[config.mk]
export PLATFORM = sky130hd
export DESIGN_NAME = cs_out_ctrl
export DESIGN_NICKNAME = d
export VERILOG_FILES = /design/src/rtl/cs_out_pkg.sv /design/src/rtl/cs_ctl_reg.sv /design/src/rtl/cs_line.sv /design/src/rtl/cs_out_ctrl.sv
export SDC_FILE = /design/constraint.sdc
export NUM_CORES = 1
export LEC_CHECK = 0
export CELL_PAD_IN_SITES_DETAIL_PLACEMENT = 1
export CELL_PAD_IN_SITES_GLOBAL_PLACEMENT = 2
export CORE_MARGIN = 1
export CORE_UTILIZATION = 21
export CTS_BUF_LIST = sky130_fd_sc_hd__clkbuf_2 sky130_fd_sc_hd__clkbuf_4 sky130_fd_sc_hd__clkbuf_8
export CTS_CLUSTER_SIZE = 14
export DETAILED_ROUTE_END_ITERATION = 12
export MAX_ROUTING_LAYER = met4
export PLACE_DENSITY_LB_ADDON = 0.1
export REMOVE_ABC_BUFFERS = 1
export SKIP_LAST_GASP = 1
export SYNTH_ARGS = -nofsm -noshare
export SYNTH_HDL_FRONTEND = slang
export SYNTH_SLANG_ARGS = --single-unit
[constraint.sdc]
create_clock -name clk_i -period 1.1 [get_ports clk_i]
set_clock_uncertainty 0.15 [all_clocks]
set_input_delay 0.22 -clock clk_i [delete_from_list [all_inputs] [get_ports clk_i]]
set_output_delay 0.22 -clock clk_i [all_outputs]
set_load 0.05 [all_outputs]
[src/rtl/cs_out_pkg.sv]
package cs_out_pkg;
  localparam int REG_W  = 16;
  localparam int HI_OFS = 8;   // set / enable field offset
  localparam int MAX_CS = 8;
endpackage

[src/rtl/cs_ctl_reg.sv]
module cs_ctl_reg #(
  parameter int NUM_CS = 6
) (
  input  logic              clk_i,
  input  logic              rst_ni,
  input  logic              we_i,
  input  logic [NUM_CS-1:0] en_wd_i,
  input  logic [NUM_CS-1:0] inv_wd_i,
  output logic [NUM_CS-1:0] en_o,
  output logic [NUM_CS-1:0] inv_o
);
  always_ff @(posedge clk_i or negedge rst_ni) begin
    if (!rst_ni) begin
      en_o  <= '0;
      inv_o <= '0;
    end else if (we_i) begin
      en_o  <= en_wd_i;
      inv_o <= inv_wd_i;
    end
  end
endmodule

[src/rtl/cs_line.sv]
module cs_line (
  input  logic clk_i,
  input  logic rst_ni,
  input  logic we_i,
  input  logic set_i,
  input  logic clr_i,
  input  logic en_i,
  input  logic inv_i,
  output logic state_o,
  output logic pin_o
);
  always_ff @(posedge clk_i or negedge rst_ni) begin
    if (!rst_ni)                      state_o <= 1'b1;
    else if (we_i && set_i && !clr_i) state_o <= 1'b1;
    else if (we_i && clr_i && !set_i) state_o <= 1'b0;
  end

  // unused line parks high
  assign pin_o = en_i ? (state_o ^ inv_i) : 1'b1;
endmodule

[src/rtl/cs_out_ctrl.sv]
module cs_out_ctrl
  import cs_out_pkg::*;
#(
  parameter int NUM_CS = 6
) (
  input  logic              clk_i,
  input  logic              rst_ni,
  input  logic              ctl_we_i,
  input  logic              frc_we_i,
  input  logic [15:0]       wdata_i,
  output logic [15:0]       ctl_rdata_o,
  output logic [15:0]       frc_rdata_o,
  output logic [NUM_CS-1:0] cs_o
);
  localparam int LO_W = HI_OFS;

  logic [NUM_CS-1:0] en_q, inv_q, state_q;
  logic              unused_wdata;

  assign unused_wdata = ^wdata_i;

  cs_ctl_reg #(.NUM_CS(NUM_CS)) u_ctl (
    .clk_i    (clk_i),
    .rst_ni   (rst_ni),
    .we_i     (ctl_we_i),
    .en_wd_i  (wdata_i[HI_OFS +: NUM_CS]),
    .inv_wd_i (wdata_i[0 +: NUM_CS]),
    .en_o     (en_q),
    .inv_o    (inv_q)
  );

  for (genvar n = 0; n < NUM_CS; n++) begin : g_line
    cs_line u_line (
      .clk_i   (clk_i),
      .rst_ni  (rst_ni),
      .we_i    (frc_we_i),
      .set_i   (wdata_i[HI_OFS + n]),
      .clr_i   (wdata_i[n]),
      .en_i    (en_q[n]),
      .inv_i   (inv_q[n]),
      .state_o (state_q[n]),
      .pin_o   (cs_o[n])
    );
  end

  always_comb begin
    ctl_rdata_o = '0;
    ctl_rdata_o[HI_OFS +: NUM_CS] = en_q;
    ctl_rdata_o[0 +: NUM_CS]      = inv_q;
    frc_rdata_o = '0;
    frc_rdata_o[0 +: NUM_CS]      = state_q;
  end

  initial begin
    if (NUM_CS < 1 || NUM_CS > LO_W) $error("NUM_CS out of range");
  end
endmodule

Word level (Yosys, flattened, before mapping). Index checks and enable logic that the tools add are counted.

Input port bits: 20. Logic and storage cells: 74. Register bits: 18. Output and inout bits: 38.

Reductions and logical operators: 42. Bitwise gates (word level): 6. Multiplexer cells: 18.

Operators with widths (count): 1-bit logical AND (24); 1-bit two-way mux (18); 1-bit zero test (12); 2-bit nonzero test (6); 1-bit bitwise XOR (6).

Depth between registers and ports, before layout.
Word-level depth: 4. Mapped depth: 4. Depth with buffers taken out: 3.

Hierarchy. A second synthesis with hierarchy kept.

Cell total of the unflattened synthesis: 88. Area total of the unflattened synthesis: 953.4 µm².

Modules (own cells, without submodules): cs_ctl_reg (area an instance 484.2 µm², instances 1, cells each 25); cs_line (area an instance 60.1 µm², instances 6, cells each 8); cs_out_ctrl (area an instance 108.9 µm², instances 1, cells each 15).

Least setup slack after synthesis. OpenSTA, ideal clock, no wires.

Path kind: register to output. Start: register g_line[1].u_line.state_o. End: output port cs_o[1]. Buffers on the path: 1. Arrival time: 0.880 ns. Cell stages (with the launch flop): 4. Path slack: -0.150 ns. Cells stage by stage: dfstp_2 xnor2_1 nand2_1 buf_4.

Word-level cells in the longest chain between the ends: 2.

RTL lines: start: declaration (RTL line cs_line.sv:9) `output logic state_o,`; start signal: assignment (RTL line cs_line.sv:13) `if (!rst_ni) state_o <= 1'b1;`; start signal: assignment (RTL line cs_line.sv:14) `else if (we_i && set_i && !clr_i) state_o <= 1'b1;`; start signal: assignment (RTL line cs_line.sv:15) `else if (we_i && clr_i && !set_i) state_o <= 1'b0;`; 1-bit bitwise XOR (RTL line cs_line.sv:19) `assign pin_o = en_i ? (state_o ^ inv_i) : 1'b1;`; 1-bit two-way mux (RTL line cs_line.sv:19); end: declaration (RTL line cs_out_ctrl.sv:13) `output logic [NUM_CS-1:0] cs_o`.

No other way between the ends.

Worst setup path after layout.
Start: register g_line[2].u_line.state_o. End: output port cs_o[2].

Word-level cells in the longest chain between the ends: 2.

RTL lines (RTL line): start: declaration (cs_line.sv:9); start signal: assignment (cs_line.sv:13); start signal: assignment (cs_line.sv:14); start signal: assignment (cs_line.sv:15); 1-bit bitwise XOR (cs_line.sv:19); 1-bit two-way mux (cs_line.sv:19).

No other way between the ends.

==> results.md <==
| Quantity | Reported |
|:---|:---|
| Starting Density | 0.221 |
| Count of vias placed by the detailed router | 826 |
| Maximum count of clock buffers along a single path | 2 |
| Sequential area share after synthesis | 0.401 |
| TritonCTS Buffers | 3 |
| Worst Setup End Kind | output port |
| TritonCTS clock tree | yes |
| DRC | 0 |
| Estimated wirelength of the detail-placed design | 2010 um |
| Max rail drop VDD | 0.000526 V |
| Path type of the worst min-delay path | in -> async |
| Initial DRT Pass Iterations | 3 |
| Violations in the final reports | negative setup slack |
| Area Growth Syn to Fin | 74.9% |
| Result of the run | finished with violations |
| Initial antenna violation count | 0 |
| Post-synth top area cell | sky130_fd_sc_hd__dfrtp_1 |
| Routed len/inst | 12.1 um |
| Final period util | 1.40 |
| Ports | 58 |
| Startpoint Class | flip-flop |
| Pin count of the biggest net entering global routing | 19 |
| Highest clock frequency the design can meet | 648 MHz |
| Number of buffers inserted by port buffering | 39 |
| Synthesized flop and latch total | 18 |
| Fillcell total | 550 |
| Standard-cell row count | 26 |
| Clk sink count | 18 |
| Power per Cell Area | 1390 mW/mm2 |
| Latest clock arrival within the worst-skew pair | 250 ps |
| Final net count | 176 |
| Via-per-instance ratio | 3.69 |
| Horizontal die dimension | 75.7 um |
| Cells taking the most area after synthesis | sky130_fd_sc_hd__dfrtp_1 (26%), sky130_fd_sc_hd__buf_4 (26%), sky130_fd_sc_hd__dfstp_2 (14%) |
| RSZ-0062 raised after global routing | true |
| Setup Crit Path Kind | reg -> out |
| Finished Core Util | 0.386 |
| Detailed Route WL | 2720 um |
| H-tree levels | 1 |
| Critical path data required time | 730 ps |
| Core outline area | 0.00517 mm2 |
| CTS hold repair buffers | 0 |
| Fraction of final layout cells sized beyond drive strength 1 | 0.545 |
| Wire length of the first global-routing pass | 4370 um |
| Number of failing setup endpoints in the final timing report | 28 |
| Final period demand of the worst path | 1540 ps |
| Synthesized instance count | 113 |
| All-layer global routing usage | 0.108 |
| Global placement routability congestion | 0.695 |
| # Max-Cap Violations | 0 |
| Y dimension of the die | 75.7 um |
| Library cell used as clock root buffer | sky130_fd_sc_hd__clkbuf_8 |
| Clock transition at the registers of the reported paths | 70 ps |
| Non-filler cells, final | 224 |
| Leakage power of the design | 0.935 nW |
| YS warnings | 0 |
| Number of nets with antenna violations after detailed routing | 0 |
| Critical Path Fanout Max | 2 |
| Via count of the first global-routing pass | 902 |
| Number of placed cells counting well taps | 212 |
| Post-Synthesis Cell Area | 0.00114 mm2 |
| Drt first-iter violations | 21 |
| Mean instance size in the synthesized netlist | 10.1 um2 |
| Number of distinct library cells after synthesis | 12 |
| Fraction of post-synthesis cell area in the top cell type by area | 0.263 |
| Final Hold Violating Endpoints | 0 |
| DIE AREA | 0.00573 mm2 |
| Antenna diode instance count | 0 |
| Arrival time of the worst setup path | 1170 ps |
| Final number of max-transition violations | 0 |
| Overflow left after global routing | 0 |
| Setup slack of the critical path after layout | -442 ps |
| Total Negative Setup Slacks | -6840 ps |
[sequential cells by signal, indices dropped and copies added, names as in the netlist]
| register | cells |
|---|---|
| g_line.u_line.state_o | 6 |
| u_ctl.en_o | 6 |
| u_ctl.inv_o | 6 |
[per-layer routing]
| layer | up-vias | part of all wire | GRT usage |
|---|---|---|---|
| met5 | - | 0 | - |
| met4 | 0 | 0.0062 | 0.0309 |
| met3 | 2 | 0.058 | 0.0291 |
| met2 | 32 | 0.56 | 0.198 |
| met1 | 403 | 0.38 | 0.114 |
| li1 | 389 | - | - |
[kinds of logic after synthesis]
group                  synth area share
buffers and inverters             0.286
multiplexers                      0.151
XOR/XNOR                         0.0461
AND/OR/NAND/NOR                  0.0592
flip-flops                        0.401
AO/OA/AOI/OAI                    0.0526
other                           0.00329
[power breakdown]
group | leakage, nW | total, W | internal [W] | switching [W]
sequential | 0.198 | 0.000841 | 0.000755 | 0.0000866
clock | 0.0216 | 0.000463 | 0.000243 | 0.000220
combinational | 0.716 | 0.00147 | 0.000744 | 0.000728
total | 0.935 | 0.00278 | 0.00174 | 0.00103
[what timing repair did]
action / CTS / global route
setup buffers: 5 / 10
gates resized for setup: 16 / 21
setup endpoints to repair: 39 / 30
pin swaps: 1 / 1
gates cloned: 1 / 0
[final cells by class]
class	instances	area, um2	share of cell area
clock buffer	3	41.3	0.0207
inverter	6	22.5	0.0113
multi-input combinational	62	450	0.226
sequential	18	464	0.233
tap	70	87.6	0.0439
timing repair buffer	65	930	0.466
[cell usage after synthesis]
cell type	number
sky130_fd_sc_hd__xnor2_1	6
sky130_fd_sc_hd__inv_1	6
sky130_fd_sc_hd__mux2_4	10
sky130_fd_sc_hd__nor2_1	6
sky130_fd_sc_hd__conb_1	1
sky130_fd_sc_hd__nand2_1	12
sky130_fd_sc_hd__mux2_2	2
sky130_fd_sc_hd__dfstp_2	6
sky130_fd_sc_hd__buf_4	39
sky130_fd_sc_hd__buf_6	1
sky130_fd_sc_hd__dfrtp_1	12
sky130_fd_sc_hd__a21oi_1	12
[worst max-delay path: stages (launching register included)]
cell	delay (ps)
sky130_fd_sc_hd__dfstp_2	550
sky130_fd_sc_hd__xnor2_2	110
sky130_fd_sc_hd__nand2_1	100
sky130_fd_sc_hd__buf_12	160
[worst paths after layout]
check | startpoint | to | slack (ps) | depth (start not counted)
max in group asynchronous | rst_ni | g_line[4].u_line.state_o$_DFFE_PN1P_ | 430 | 2
min | rst_ni | u_ctl.en_o[1]$_DFFE_PN0P_ | 150 | 2
min in group clk_i | ctl_we_i | u_ctl.en_o[2]$_DFFE_PN0P_ | 380 | 3
max reg2reg | g_line[3].u_line.state_o$_DFFE_PN1P_ | g_line[3].u_line.state_o$_DFFE_PN1P_ | -40 | 4
max | g_line[2].u_line.state_o$_DFFE_PN1P_ | cs_o[2] | -440 | 3
min reg2reg | u_ctl.en_o[1]$_DFFE_PN0P_ | u_ctl.en_o[1]$_DFFE_PN0P_ | 440 | 1
[cells in the final DEF (no fill, tap or decap)]
cell                              instances
sky130_fd_sc_hd__dfrtp_1                  7
sky130_fd_sc_hd__dlygate4sd2_1            2
sky130_fd_sc_hd__buf_12                  26
sky130_fd_sc_hd__bufbuf_16                1
sky130_fd_sc_hd__xnor2_2                  5
sky130_fd_sc_hd__buf_6                   15
sky130_fd_sc_hd__nand2_1                  9
sky130_fd_sc_hd__a21oi_1                 12
sky130_fd_sc_hd__dfstp_2                  6
sky130_fd_sc_hd__clkbuf_8                 3
sky130_fd_sc_hd__buf_4                    8
sky130_fd_sc_hd__dfrtp_2                  5
sky130_fd_sc_hd__mux2_2                   2
sky130_fd_sc_hd__nand2_2                  3
sky130_fd_sc_hd__clkdlybuf4s50_1         13
sky130_fd_sc_hd__inv_1                    6
sky130_fd_sc_hd__mux2_4                  10
sky130_fd_sc_hd__xnor2_1                  1
sky130_fd_sc_hd__nor2_1                   6
sky130_fd_sc_hd__conb_1                  14
[metrics by stage]
step	area (um2)	hold slack [ps]	power, W	setup WS, ps
2_1_floorplan	886	-226	0.00146	-423
3_3_place_gp	1760	428	0.00217	-385
3_5_place_dp	1760	430	0.00219	-411
4_1_cts	1930	149	0.00275	-482
5_1_grt	2000	146	0.00292	-502
6_report	2000	149	0.00278	-442
(Power assumes the default switching activity.)
